===== src/rtl/sdram_ref_pkg.sv =====
package sdram_ref_pkg;
   // control word geometry
   localparam int CTRL_W     = 16;
   localparam int IVL_W      = 6;
   localparam int IVL_LSB    = 0;
   localparam int OE_W       = 4;
   localparam int OE_LSB     = 8;
   localparam int P16_BIT    = 12;
   localparam int MODE_BIT   = 13;
   localparam int SWREF_BIT  = 14;
   localparam int SWPALL_BIT = 15;

   typedef enum logic [1:0] {
      GNT_NONE = 2'd0,
      GNT_PALL = 2'd1,
      GNT_PRD  = 2'd2,
      GNT_SW   = 2'd3
   } gnt_e;
endpackage


===== src/rtl/sdram_ref_regs.sv =====
module sdram_ref_regs
   import sdram_ref_pkg::*;
#(
   parameter int RST_INTERVAL = 3,
   parameter bit DDR_STROBES  = 1'b1
) (
   input  logic              clk,
   input  logic              rst_n,
   input  logic              wr,
   input  logic [CTRL_W-1:0] wdata,
   output logic [CTRL_W-1:0] rdata,
   output logic [IVL_W-1:0]  ivl,
   output logic [OE_W-1:0]   strobe_oe,
   output logic              port16,
   output logic              sw_ref_set,
   output logic              pall_set
);
   initial begin
      assert (RST_INTERVAL >= 0 && RST_INTERVAL < (1 << IVL_W))
         else $error("RST_INTERVAL does not fit the interval field");
   end

   logic [IVL_W-1:0] ivl_q;
   logic             p16_q;
   logic             mode_q;
   logic [1:0]       unused_rsv;

   assign unused_rsv = wdata[7:6];

   always_ff @(posedge clk or negedge rst_n) begin
      if (!rst_n) begin
         ivl_q  <= IVL_W'(RST_INTERVAL);
         p16_q  <= 1'b0;
         mode_q <= 1'b0;
      end else if (wr) begin
         ivl_q  <= wdata[IVL_LSB +: IVL_W];
         p16_q  <= wdata[P16_BIT];
         mode_q <= wdata[MODE_BIT];
      end
   end

   generate
      if (DDR_STROBES) begin : g_ddr_oe
         logic [OE_W-1:0] oe_q;
         always_ff @(posedge clk or negedge rst_n) begin
            if (!rst_n)  oe_q <= '0;
            else if (wr) oe_q <= wdata[OE_LSB +: OE_W];
         end
         assign strobe_oe = oe_q;
      end else begin : g_sdr_oe
         logic [OE_W-1:0] unused_oe;
         assign unused_oe = wdata[OE_LSB +: OE_W];
         assign strobe_oe = '0;
      end
   endgenerate

   // triggers only count when the same word carries mode enable
   assign sw_ref_set = wr & wdata[MODE_BIT] & wdata[SWREF_BIT];
   assign pall_set   = wr & wdata[MODE_BIT] & wdata[SWPALL_BIT];

   assign ivl    = ivl_q;
   assign port16 = p16_q;

   always_comb begin
      rdata                       = '0;
      rdata[IVL_LSB +: IVL_W]     = ivl_q;
      rdata[OE_LSB +: OE_W]       = strobe_oe;
      rdata[P16_BIT]              = p16_q;
      rdata[MODE_BIT]             = mode_q;
   end

   AST_WO_BITS_ZERO: assert property (@(posedge clk) disable iff (!rst_n)
      (rdata[SWREF_BIT] == 1'b0) && (rdata[SWPALL_BIT] == 1'b0));
endmodule


===== src/rtl/sdram_ref_timer.sv =====
module sdram_ref_timer
   import sdram_ref_pkg::*;
#(
   parameter int RST_INTERVAL  = 3,
   parameter int PRESCALE_LOG2 = 6
) (
   input  logic             clk,
   input  logic             rst_n,
   input  logic [IVL_W-1:0] ivl,
   output logic             expire
);
   initial begin
      assert (PRESCALE_LOG2 >= 1 && PRESCALE_LOG2 <= 16)
         else $error("PRESCALE_LOG2 out of range");
   end

   logic [PRESCALE_LOG2-1:0] pre_q;
   logic [IVL_W-1:0]         unit_q;
   logic                     tick;

   assign tick   = &pre_q;
   assign expire = tick && (unit_q == '0);

   always_ff @(posedge clk or negedge rst_n) begin
      if (!rst_n) begin
         pre_q  <= '0;
         unit_q <= IVL_W'(RST_INTERVAL);
      end else begin
         pre_q <= pre_q + 1'b1;
         if (tick) begin
            // interval register is sampled only at reload
            if (unit_q == '0) unit_q <= ivl;
            else              unit_q <= unit_q - 1'b1;
         end
      end
   end

   AST_EXPIRE_GAP: assert property (@(posedge clk) disable iff (!rst_n)
      expire |=> !expire);
endmodule


===== src/rtl/sdram_ref_arb.sv =====
module sdram_ref_arb
   import sdram_ref_pkg::*;
#(
   parameter int BACKLOG_MAX = 8,
   localparam int OWED_MAX   = BACKLOG_MAX + 1,
   localparam int OWED_W     = $clog2(OWED_MAX + 1),
   localparam int BL_W       = $clog2(BACKLOG_MAX + 1)
) (
   input  logic            clk,
   input  logic            rst_n,
   input  logic            expire,
   input  logic            sw_ref_set,
   input  logic            pall_set,
   input  logic            prd_ack,
   input  logic            sw_ack,
   input  logic            pall_ack,
   output logic            prd_req,
   output logic            sw_req,
   output logic            pall_req,
   output logic [BL_W-1:0] backlog
);
   initial begin
      assert (BACKLOG_MAX >= 1) else $error("BACKLOG_MAX must be at least 1");
   end

   logic [OWED_W-1:0] owed_q;   // periodic refreshes owed, incl. the one presented
   logic              sw_q;
   logic              pall_q;
   gnt_e              gnt;
   logic              prd_taken, sw_taken, pall_taken;

   always_comb begin
      if (pall_q)               gnt = GNT_PALL;
      else if (owed_q != '0)    gnt = GNT_PRD;
      else if (sw_q)            gnt = GNT_SW;
      else                      gnt = GNT_NONE;
   end

   assign prd_taken  = (gnt == GNT_PRD)  && prd_ack;
   assign sw_taken   = (gnt == GNT_SW)   && sw_ack;
   assign pall_taken = (gnt == GNT_PALL) && pall_ack;

   always_ff @(posedge clk or negedge rst_n) begin
      if (!rst_n) begin
         owed_q <= '0;
         sw_q   <= 1'b0;
         pall_q <= 1'b0;
      end else begin
         case ({expire, prd_taken})
            2'b10:   if (owed_q != OWED_W'(OWED_MAX)) owed_q <= owed_q + 1'b1;
            2'b01:   owed_q <= owed_q - 1'b1;
            default: owed_q <= owed_q;
         endcase
         sw_q   <= (sw_q   & ~sw_taken)   | sw_ref_set;
         pall_q <= (pall_q & ~pall_taken) | pall_set;
      end
   end

   assign pall_req = (gnt == GNT_PALL);
   assign prd_req  = (gnt == GNT_PRD);
   assign sw_req   = (gnt == GNT_SW);
   assign backlog  = (owed_q == '0) ? '0 : BL_W'(owed_q - 1'b1);

   AST_SINGLE_REQ: assert property (@(posedge clk) disable iff (!rst_n)
      $onehot0({pall_req, prd_req, sw_req}));
   AST_PALL_FIRST: assert property (@(posedge clk) disable iff (!rst_n)
      pall_req |-> (!prd_req && !sw_req));
   AST_PALL_HOLD: assert property (@(posedge clk) disable iff (!rst_n)
      (pall_req && !pall_ack) |=> pall_req);
   AST_SW_HOLD: assert property (@(posedge clk) disable iff (!rst_n)
      (sw_req && !sw_ack) |=> (sw_req || pall_req || prd_req));
   AST_NO_OVERFLOW: assert property (@(posedge clk) disable iff (!rst_n)
      backlog <= BL_W'(BACKLOG_MAX));
   AST_BACKLOG_HOLDS_REQ: assert property (@(posedge clk) disable iff (!rst_n)
      (backlog != '0) |-> (prd_req || pall_req));
endmodule


===== src/rtl/sdram_ref_requester.sv =====
module sdram_ref_requester
   import sdram_ref_pkg::*;
#(
   parameter int RST_INTERVAL  = 3,
   parameter int PRESCALE_LOG2 = 6,
   parameter int BACKLOG_MAX   = 8,
   parameter bit DDR_STROBES   = 1'b1
) (
   input  logic                                 clk,
   input  logic                                 rst_n,
   input  logic                                 reg_wr,
   input  logic [CTRL_W-1:0]                    reg_wdata,
   output logic [CTRL_W-1:0]                    reg_rdata,
   output logic                                 prd_ref_req,
   input  logic                                 prd_ref_ack,
   output logic                                 sw_ref_req,
   input  logic                                 sw_ref_ack,
   output logic                                 pall_req,
   input  logic                                 pall_ack,
   output logic [OE_W-1:0]                      strobe_oe,
   output logic                                 port_is_16,
   output logic [$clog2(BACKLOG_MAX+1)-1:0]     ref_backlog
);
   logic [IVL_W-1:0] ivl;
   logic             sw_ref_set, pall_set, expire;

   sdram_ref_regs #(
      .RST_INTERVAL (RST_INTERVAL),
      .DDR_STROBES  (DDR_STROBES)
   ) u_regs (
      .clk        (clk),
      .rst_n      (rst_n),
      .wr         (reg_wr),
      .wdata      (reg_wdata),
      .rdata      (reg_rdata),
      .ivl        (ivl),
      .strobe_oe  (strobe_oe),
      .port16     (port_is_16),
      .sw_ref_set (sw_ref_set),
      .pall_set   (pall_set)
   );

   sdram_ref_timer #(
      .RST_INTERVAL  (RST_INTERVAL),
      .PRESCALE_LOG2 (PRESCALE_LOG2)
   ) u_timer (
      .clk    (clk),
      .rst_n  (rst_n),
      .ivl    (ivl),
      .expire (expire)
   );

   sdram_ref_arb #(
      .BACKLOG_MAX (BACKLOG_MAX)
   ) u_arb (
      .clk        (clk),
      .rst_n      (rst_n),
      .expire     (expire),
      .sw_ref_set (sw_ref_set),
      .pall_set   (pall_set),
      .prd_ack    (prd_ref_ack),
      .sw_ack     (sw_ref_ack),
      .pall_ack   (pall_ack),
      .prd_req    (prd_ref_req),
      .sw_req     (sw_ref_req),
      .pall_req   (pall_req),
      .backlog    (ref_backlog)
   );
endmodule


===== config.mk =====
export PLATFORM = sky130hd
export DESIGN_NAME = sdram_ref_requester
export DESIGN_NICKNAME = d
export VERILOG_FILES = /design/src/rtl/sdram_ref_pkg.sv /design/src/rtl/sdram_ref_regs.sv /design/src/rtl/sdram_ref_timer.sv /design/src/rtl/sdram_ref_arb.sv /design/src/rtl/sdram_ref_requester.sv
export SDC_FILE = /design/constraint.sdc
export NUM_CORES = 1
export LEC_CHECK = 0
export ABC_CLOCK_PERIOD_IN_PS = 1930
export CAP_MARGIN = 15
export CELL_PAD_IN_SITES_DETAIL_PLACEMENT = 1
export CELL_PAD_IN_SITES_GLOBAL_PLACEMENT = 1
export CORE_MARGIN = 5
export CORE_UTILIZATION = 31
export CTS_CLUSTER_SIZE = 10
export DETAILED_ROUTE_END_ITERATION = 10
export PLACE_DENSITY_LB_ADDON = 0.1
export SETUP_SLACK_MARGIN = 0.4
export SLEW_MARGIN = 20
export SYNTH_ARGS = -nofsm -noshare
export SYNTH_HDL_FRONTEND = slang
export SYNTH_SLANG_ARGS = --single-unit

===== constraint.sdc =====
create_clock -name clk -period 1.93 [get_ports clk]
set_input_delay 0.2895 -clock clk [delete_from_list [all_inputs] [get_ports clk]]
set_output_delay 0.2895 -clock clk [all_outputs]
set_load 0.02 [all_outputs]

Word-level counts from Yosys, hierarchy flattened
Cells that the tools add are included.
{"block": "totals", "in_bits": 22, "register_bits": 30, "memories": 0, "ram_bits": 0, "elab_cells": 46, "out_inout_bits": 28, "romBits": 0, "latch_bits": 0}
{"block": "classes", "n_addsub": 4, "n_eq_ne": 7, "reduce_logical": 10, "shift": 0, "multipliers": 0, "n_mux": 7, "div_mod_pow": 0, "order_cmp": 0, "n_bitwise": 9}
{"op": "$mux W4", "count": 2}
{"op": "$pmux W4 S2", "count": 1}
{"op": "$add A6 B1 Y6 const B", "count": 1}
{"op": "$eq A2 B2 Y1 const B", "count": 3}
{"op": "$logic_not A6 Y1", "count": 1}
{"op": "$mux W2", "count": 3}
{"op": "$mux W6", "count": 1}
{"op": "$reduce_and A6 Y1", "count": 1}
{"op": "$sub A6 B1 Y6 const B", "count": 1}
{"op": "$and A1 B1 Y1", "count": 5}
{"op": "$add A4 B1 Y4 const B", "count": 1}
{"op": "$eq A2 B1 Y1 const B", "count": 2}
{"op": "$logic_and A1 B1 Y1", "count": 4}
{"op": "$logic_not A4 Y1", "count": 1}
{"op": "$ne A4 B4 Y1 const B", "count": 1}
{"op": "$reduce_bool A4 Y1", "count": 1}
{"op": "$sub A4 B1 Y4 const B", "count": 1}
{"op": "$ne A2 B1 Y1 const B", "count": 1}
{"op": "$not A1 Y1", "count": 2}
{"op": "$or A1 B1 Y1", "count": 2}
{"op": "$reduce_and A2 Y1", "count": 1}
{"op": "$reduce_bool A2 Y1", "count": 1}

Depth between registers and ports, before layout
Gate-level depths: netlist of the first run.
{"block": "depth", "depth_word": 8, "ltp_mapped": 7, "depth_no_buf": 7}

By module
A second synthesis of the first run with hierarchy kept.
{"block": "hier_totals", "cells_unflattened": 158, "hier_area_um2": 1745.4}
{"mod": "sdram_ref_timer", "area_each_um2": 681.9, "cells_per_inst": 68, "seq_area_each_um2": 302.8, "instances": 1}
{"mod": "sdram_ref_regs", "area_each_um2": 618.1, "cells_per_inst": 44, "seq_area_each_um2": 302.8, "instances": 1}
{"mod": "sdram_ref_arb", "area_each_um2": 445.4, "cells_per_inst": 46, "seq_area_each_um2": 150.1, "instances": 1}

Worst setup path before layout of the first run
No wires, ideal clock.
{"block": "synth_timing", "path_kind": "reg-to-reg", "from": "register u_timer.unit_q[0]", "to": "register u_arb.owed_q[0]", "path_slack_ns": 0.127, "arrival_ns": 1.677, "setup_time_ns": 0.126, "period_less_slack_ns": 1.803, "required_ns": 1.804, "path_stages_with_launch": 8, "path_cell_list": "dfstp_2 -> inv_1 -> ha_1 -> nand2b_1 -> nor4_4 -> or3_1 -> a21boi_2 -> xnor2_1"}
{"block": "synth_via", "elab_chain_cells": 5, "elab_cells_between_ends": 8, "classes_between": "3 x eq/ne; 1 x mux; 4 x reduce/logical"}
{"element": "from (decl)", "line": "sdram_ref_timer.sv:18", "text": "logic [IVL_W-1:0] unit_q;"}
{"element": "from (signal assigned)", "line": "sdram_ref_timer.sv:27", "text": "unit_q <= IVL_W'(RST_INTERVAL);"}
{"element": "from (signal assigned)", "line": "sdram_ref_timer.sv:32", "text": "if (unit_q == '0) unit_q <= ivl;"}
{"element": "from (signal assigned)", "line": "sdram_ref_timer.sv:33", "text": "else unit_q <= unit_q - 1'b1;"}
{"element": "$logic_not A6 Y1 (*)", "line": "sdram_ref_timer.sv:22", "text": "assign expire = tick && (unit_q == '0);"}
{"element": "$logic_and A1 B1 Y1 (*)", "line": "sdram_ref_timer.sv:22"}
{"element": "$eq A2 B2 Y1 / $eq A2 B1 Y1 (equally long branches)", "line": "sdram_ref_arb.sv:49", "text": "case ({expire, prd_taken})"}
{"element": "$ne A2 B1 Y1 (no line) / $reduce_bool A2 Y1 (equally long branches)"}
{"element": "$reduce_and A2 Y1 (no line)"}
{"element": "to (signal assigned)", "line": "sdram_ref_arb.sv:50", "text": "2'b10: if (owed_q != OWED_W'(OWED_MAX)) owed_q <= owed_q + 1'b1;"}
{"element": "to (signal assigned)", "line": "sdram_ref_arb.sv:51", "text": "2'b01: owed_q <= owed_q - 1'b1;"}
{"element": "to (signal assigned)", "line": "sdram_ref_arb.sv:52", "text": "default: owed_q <= owed_q;"}
{"element": "to (decl)", "line": "sdram_ref_arb.sv:26", "text": "logic [OWED_W-1:0] owed_q;"}
Mark *: on every way between the ends. The rest lies on a longest branch, timed or not.
A chain may end at the register's enable or synchronous reset.

Worst setup path in the final report of the first run
{"block": "layout_timing", "from": "register u_arb.owed_q[0]", "to": "output port ref_backlog[3]"}
{"block": "layout_via", "elab_chain_cells": 2, "elab_cells_between_ends": 3, "classes_between": "1 x add/sub; 1 x mux; 1 x reduce/logical"}
{"element": "$sub A4 B1 Y4 / $logic_not A4 Y1 (equally long branches)", "line": "sdram_ref_arb.sv:62", "text": "assign backlog = (owed_q == '0) ? '0 : BL_W'(owed_q - 1'b1);"}
{"element": "$mux W4 (*)", "line": "sdram_ref_arb.sv:62"}
{"element": "to (decl)", "line": "sdram_ref_requester.sv:22", "text": "output logic [$clog2(BACKLOG_MAX+1)-1:0] ref_backlog"}
Marks and branches as above.

==> reports/results.txt, run 1 <==
Status = finished, final reports clean
Worst path max stage delay = 0.44 ns
Number of global-route vias before repair = 1430
Ant diodes = 0
Max-Cap Viols = 0
Die height = 81.1 um
Row cnt = 25
First-pass GRT wire length = 6780 um
Vias = 1333
Synth Register Bits = 30
FILL cells = 550
Final wirelength = 4370 um
Slew headroom = 0.603
Fin nets = 245
Count of different cell masters after synthesis = 38
Hpwl dp = 3100 um
EDFF count, synth = 0
CTS Buf Count = 5
Largest net degree at the start of global routing = 31
Max-slew violation count = 0
Die Span X = 81.1 um
Sequential-to-total area share from yosys stat = 0.483
YS warnings = 0
DRC = 0
Worst-margin pin slew = 0.594 ns
Crit path cell chain = inv_2 > ha_4 > buf_6 > nor2_2 > mux2_4 > buf_6
Final Cell Area = 2470 um^2
Starting Density = 0.325
Layout area overhead = 57.9%
Area of the mapped netlist = 1570 um^2
Clk Latency, worst-skew pair = 0.28 ns
Most common cell after layout, fill and taps aside = buf_4
Max Clk Rate = 565 MHz
Number of cells on the critical path = 6
Final Non-Filler Cells = 286
DR WL/cell = 15.3 um
Buf+Inv Stages, Crit Path = 3
Drt first pass iters = 4
Critical Path RT = 1.64 ns
I/O pins = 50
Period utilization = 0.917
R2R depth = 7
Clk slew on worst S/H paths = 0.07 ns
Syn avg cell area = 10.6 um^2
Port bufs = 43
Post-route ant nets = 0
Iter 0 DRT Violations = 27
Grt ovf = 0
Initial antenna violation count = 0
Reg2reg setup slack = 0.20 ns
Setup Viol. Count Final = 0
RSZ-0062 raised after global routing = true
TritonCTS clock tree = done
Die Area = 6570 um^2
Worst VDD drop = 0.486 mV
Post-synthesis instance total = 147
Max FO, Critical Path = 4
Crit start category = register
P_leak = 0.00110 uW
PD cells = 998 nW/um^2
Hold WC Path Type = in2async
Endpoint type of the worst setup path = output pin
Crit-path leading delay family = flip-flops
Root Driver = clkbuf_8
Share of cells above drive strength 1 = 0.425
Highest-delay cell along the critical path = dfrtp_2
Placed Area = 2140 um^2
Multi-input gate area = 867 um^2
Worst setup path category = reg2out
Most frequent cells in the layout = buf_4 (27), dfrtp_1 (25), clkdlybuf4s50_1 (19)
Sequential cell area = 757 um^2
CTS max path bufs = 2
Number of vias per cell = 4.66
Count of hold-fix buffers inserted at cts = 0
Min cycle time layout = 1.77 ns
Global-route usage over all layers = 0.137
Inst Count DP = 258
Layout Skew = 0.0111 ns
Core ar. = 4820 um^2
GPL Wtd Cong = 0.844
Synth Flop Type = dfrtp_1
CTS H-Tree Depth = 2
Asr flop ratio synth = 1.00
Fin. Hold Viols = 0
Most used cell, CP = buf_6
CP arrival = 1.48 ns
Clk sinks = 30
[metrics by stage]
stage | TNS (ns) | total power [uW] | hold WS (ns) | setup WS, ns | utilization
finish | 0 | 2470 | 0.401 | 0.160 | 0.513
detailed placement | -0.105 | 1810 | 0.478 | -0.0963 | 0.444
global placement | -0.0357 | 1770 | 0.461 | -0.0357 | 0.444
CTS | 0 | 2420 | 0.406 | 0.144 | 0.491
global route | 0 | 2610 | 0.439 | 0.0915 | 0.513
floorplan | 0 | 1340 | -0.00609 | 0.226 | -
[worst paths after layout]
kind | startpoint | endpoint
worst max-delay path | u_arb.owed_q[0]$_DFFE_PN0P_ | ref_backlog[3]
worst min-delay path | rst_n | u_arb.owed_q[1]$_DFFE_PN0P_
worst max register to register | u_arb.owed_q[0]$_DFFE_PN0P_ | u_arb.owed_q[0]$_DFFE_PN0P_
worst min register to register | u_timer.pre_q[5]$_DFF_PN0_ | u_timer.pre_q[5]$_DFF_PN0_
max in group asynchronous | rst_n | u_regs.ivl[1]$_DFFE_PN1P_
min in group clk | u_timer.pre_q[5]$_DFF_PN0_ | u_timer.pre_q[5]$_DFF_PN0_
[synthesized netlist by cell type (2+ instances only)]
| library cell | number | area, um^2 |
|---|---|---|
| clkbuf_1 | 2 | 7.51 |
| nor2_1 | 12 | 45.0 |
| buf_4 | 10 | 75.1 |
| o21ai_0 | 6 | 30.0 |
| mux2_2 | 14 | 158 |
| ha_1 | 5 | 62.6 |
| xor2_1 | 3 | 26.3 |
| nor3_1 | 7 | 35.0 |
| xnor2_1 | 4 | 35.0 |
| dfstp_2 | 4 | 105 |
| nand3_1 | 4 | 20.0 |
| and3_1 | 2 | 12.5 |
| nand2_1 | 8 | 30.0 |
| a21oi_1 | 6 | 30.0 |
| or3_1 | 2 | 12.5 |
| o211ai_1 | 2 | 15.0 |
| a21o_1 | 2 | 15.0 |
| nand2b_1 | 2 | 12.5 |
| dfrtp_1 | 26 | 651 |
| inv_1 | 7 | 26.3 |
| nor2b_1 | 2 | 12.5 |
[state kept, by name (all words and copies together) (netlist names)]
register	flops
u_timer.unit_q	6
u_regs.port16	1
u_arb.pall_q	1
u_regs.mode_q	1
u_arb.owed_q	4
u_regs.ivl	6
u_regs.strobe_oe	4
u_arb.sw_q	1
u_timer.pre_q	6
[per-layer routing]
metal	vias to the layer above	routed length, um	global-route usage
met4	0	62	0.0507
met2	29	2480	0.263
met1	661	1600	0.136
met3	5	229	0.0443
met5	-	0	0
li1	638	-	-
[final cells by class]
class                   instances  area share
well taps                      67      0.0339
multi-input cells             100       0.351
inverters                       7      0.0106
flip-flops and latches         30       0.306
repair buffers                 74       0.266
clock buffers                   8      0.0324
[cell families (layout without fill, tap and decap cells)]
family | after synthesis | count (layout) | synth area share
mux | 14 | 14 | 0.101
fa+ha+maj | 5 | 5 | 0.0400
buf+inv | 20 | 89 | 0.0727
other cells | 1 | 4 | 0.00240
flops | 30 | 30 | 0.483
compound gates | 22 | 22 | 0.0951
xor+xnor | 7 | 7 | 0.0392
simple gates | 48 | 48 | 0.167
[worst register-to-register path, stage by stage (launching register included)]
cell	delay, ns
dfrtp_2	0.42
inv_2	0.07
ha_4	0.17
and2_4	0.16
buf_6	0.11
or3_4	0.38
a21boi_2	0.17
xnor2_1	0.13
[timing repair]
item                                    CTS  global route
pin swaps                                12             9
gates resized for setup                  77            13
buffers inserted                         13             7
endpoints found under the setup margin   33            16
[power breakdown]
group | leakage, uW | internal, uW | switching, uW | total (uW)
Sequential | 0.000353 | 716 | 76.6 | 793
Combinational | 0.000709 | 614 | 577 | 1190
Clock | 0.0000395 | 256 | 226 | 482
Power figures use the tool's default switching activity.
==> inputs of run 2 (changes only) <==
TNS_END_PERCENT = 30   (was not set)
==> reports/results.txt, run 2 (synthesis gave the netlist of run 1 again) <==
Status = finished, final reports clean
Setup WS pre-CTS = -0.0723 ns (+0.0240 ns)
Share of cells above drive strength 1 = 0.393 (-0.0320)
DR WL met2 = 2300 um (-7.4%)
Root Driver = clkbuf_8
Worst setup path category = reg2out
Clk Latency, worst-skew pair = 0.28 ns (about the same)
PD cells = 1010 nW/um^2 (+0.91%)
Endpoint type of the worst setup path = output pin
Most common cell after layout, fill and taps aside = clkdlybuf4s50_1
Worst VDD drop = 0.439 mV (-9.6%)
CTS Buf Count = 5 (unchanged)
Vias = 1297 (-2.7%)
Multi-input gate area = 835 um^2 (-3.8%)
Metal3 WL = 230 um (+0.44%)
CTS max path bufs = 2 (unchanged)
DRC = 0 (unchanged)
Final wirelength = 4250 um (-2.8%)
Ant diodes = 0 (unchanged)
I/O pins = 50 (unchanged)
Initial antenna violation count = 0 (unchanged)
Layout Skew = 0.00707 ns (-0.00401 ns)
Core ar. = 4820 um^2 (unchanged)
Met1 Routed Length = 1660 um (+4.1%)
Sequential cell area = 756 um^2 (-0.17%)
Clk sinks = 30 (unchanged)
TritonCTS clock tree = done
Critical Path RT = 1.64 ns (about the same)
Max-slew violation count = 0 (unchanged)
Row cnt = 25 (unchanged)
Die Area = 6570 um^2 (unchanged)
Setup Viol. Count Final = 0 (unchanged)
DR WL/cell = 14.9 um (-2.8%)
Worst-margin pin slew = 0.574 ns (-0.0198 ns)
Slew headroom = 0.616 (+0.0132)
FILL cells = 551 (+0.18%)
Drt first pass iters = 3 (-1)
GPL Wtd Cong = 0.808 (-4.3%)
Crit start category = register
Fin. Hold Viols = 0 (unchanged)
Port bufs = 43 (unchanged)
Layout area overhead = 57.0%
Fin nets = 245 (unchanged)
Power Total = 2470 uW (+0.35%)
Max FO, Critical Path = 4 (unchanged)
First-pass GRT wire length = 6740 um (-0.60%)
Setup WS post-layout = 0.165 ns (+0.00456 ns)
Number of vias per cell = 4.53 (-2.7%)
Max Clk Rate = 567 MHz (+0.26%)
Period utilization = 0.914 (-0.00236)
Top routing layer in use = met4
P_leak = 0.00110 uW (-0.63%)
Final Non-Filler Cells = 286 (unchanged)
RSZ-0062 raised after global routing = true
CTS H-Tree Depth = 2 (unchanged)
CP arrival = 1.48 ns (about the same)
Die height = 81.1 um (unchanged)
Post-route ant nets = 0 (unchanged)
Clk slew on worst S/H paths = 0.06 ns (about the same)
Most frequent cells in the layout = clkdlybuf4s50_1 (35), buf_4 (32), dfrtp_1 (26)
Hold WC Path Type = in2async
Inst Count DP = 260 (+0.78%)
Setup tns final = 0 ns (unchanged)
Starting Density = 0.325 (unchanged)
Number of global-route vias before repair = 1451 (+1.5%)
Die Span X = 81.1 um (unchanged)
Max-Cap Viols = 0 (unchanged)
Largest net degree at the start of global routing = 31 (unchanged)
Iter 0 DRT Violations = 16 (-41%)
Hpwl dp = 3010 um (-2.8%)
Min cycle time layout = 1.76 ns (-0.00456 ns)
Global-route usage over all layers = 0.134 (-0.00328)
Grt ovf = 0 (unchanged)
run 2: cell count changes in the layout (fill, tap and decap cells not counted), sizes merged:
| cell | previous run | this run |
|---|---|---|
| clkinv | 0 | 1 |
| clkdlybuf4s50 | 19 | 35 |
| dlygate4sd2 | 18 | 0 |
| clkbuf | 8 | 7 |
| dlymetal6s2s | 0 | 2 |
run 2: critical path, cell delays in order (launching register included):
cell and delay (ns):
dfrtp_1 0.41, inv_2 0.09, ha_4 0.14, buf_4 0.12, nor2_1 0.04, mux2_4 0.25
buf_6 0.13
run 2: power by group:
part	internal (uW)	leakage [uW]	switching (uW)
logic	610	0.000693	559
clock network	287	0.0000482	240
registers	714	0.000354	64.0
run 2: what timing repair did:
| item | in CTS | in global routing |
|---|---|---|
| gates resized for setup | 50 | 7 |
| endpoints found under the setup margin | 33 | 33 |
| hold buffers | 0 | 0 |
| pin swaps | 9 | 4 |
| setup buffers | 12 | 6 |
run 2: final cells by class:
class	instances	share of cell area
tap	67	0.0341
clock inverter	1	0.00204
inverter	7	0.0107
clock buffer	7	0.0351
timing repair buffer	74	0.271
multi-input combinational	100	0.340
sequential	30	0.308
run 2: metal layers:
layer / up-vias / GRT usage
li1: 631 / -
met1: 631 / 0.142
met2: 29 / 0.253
met3: 6 / 0.0388
met4: 0 / 0.0405
met5: - / 0
run 2: worst paths after layout:
check,from,end,slack (ns),cells after the start
worst min-delay path,rst_n,u_timer.unit_q[3]$_DFFE_PN0P_,0.40,2
worst min register to register,u_timer.pre_q[5]$_DFF_PN0_,u_timer.pre_q[5]$_DFF_PN0_,0.48,1
min in group clk,u_timer.pre_q[5]$_DFF_PN0_,u_timer.pre_q[5]$_DFF_PN0_,0.48,1
worst max register to register,u_timer.pre_q[1]$_DFF_PN0_,u_timer.unit_q[4]$_DFFE_PN0P_,0.22,7
worst max-delay path,u_arb.owed_q[0]$_DFFE_PN0P_,ref_backlog[3],0.17,6
max in group asynchronous,rst_n,u_timer.unit_q[0]$_DFFE_PN1P_,1.21,2
run 2: through the flow:
| stage | util | hold WS [ns] | instance area [um^2] |
|---|---|---|---|
| 6_report | 0.510 | 0.396 | 2460 |
| 5_1_grt | 0.510 | 0.443 | 2460 |
| 4_1_cts | 0.497 | 0.413 | 2390 |
| 3_5_place_dp | 0.448 | 0.474 | 2160 |
| 3_3_place_gp | 0.448 | 0.459 | 2160 |
| 2_1_floorplan | - | -0.00609 | 1630 |
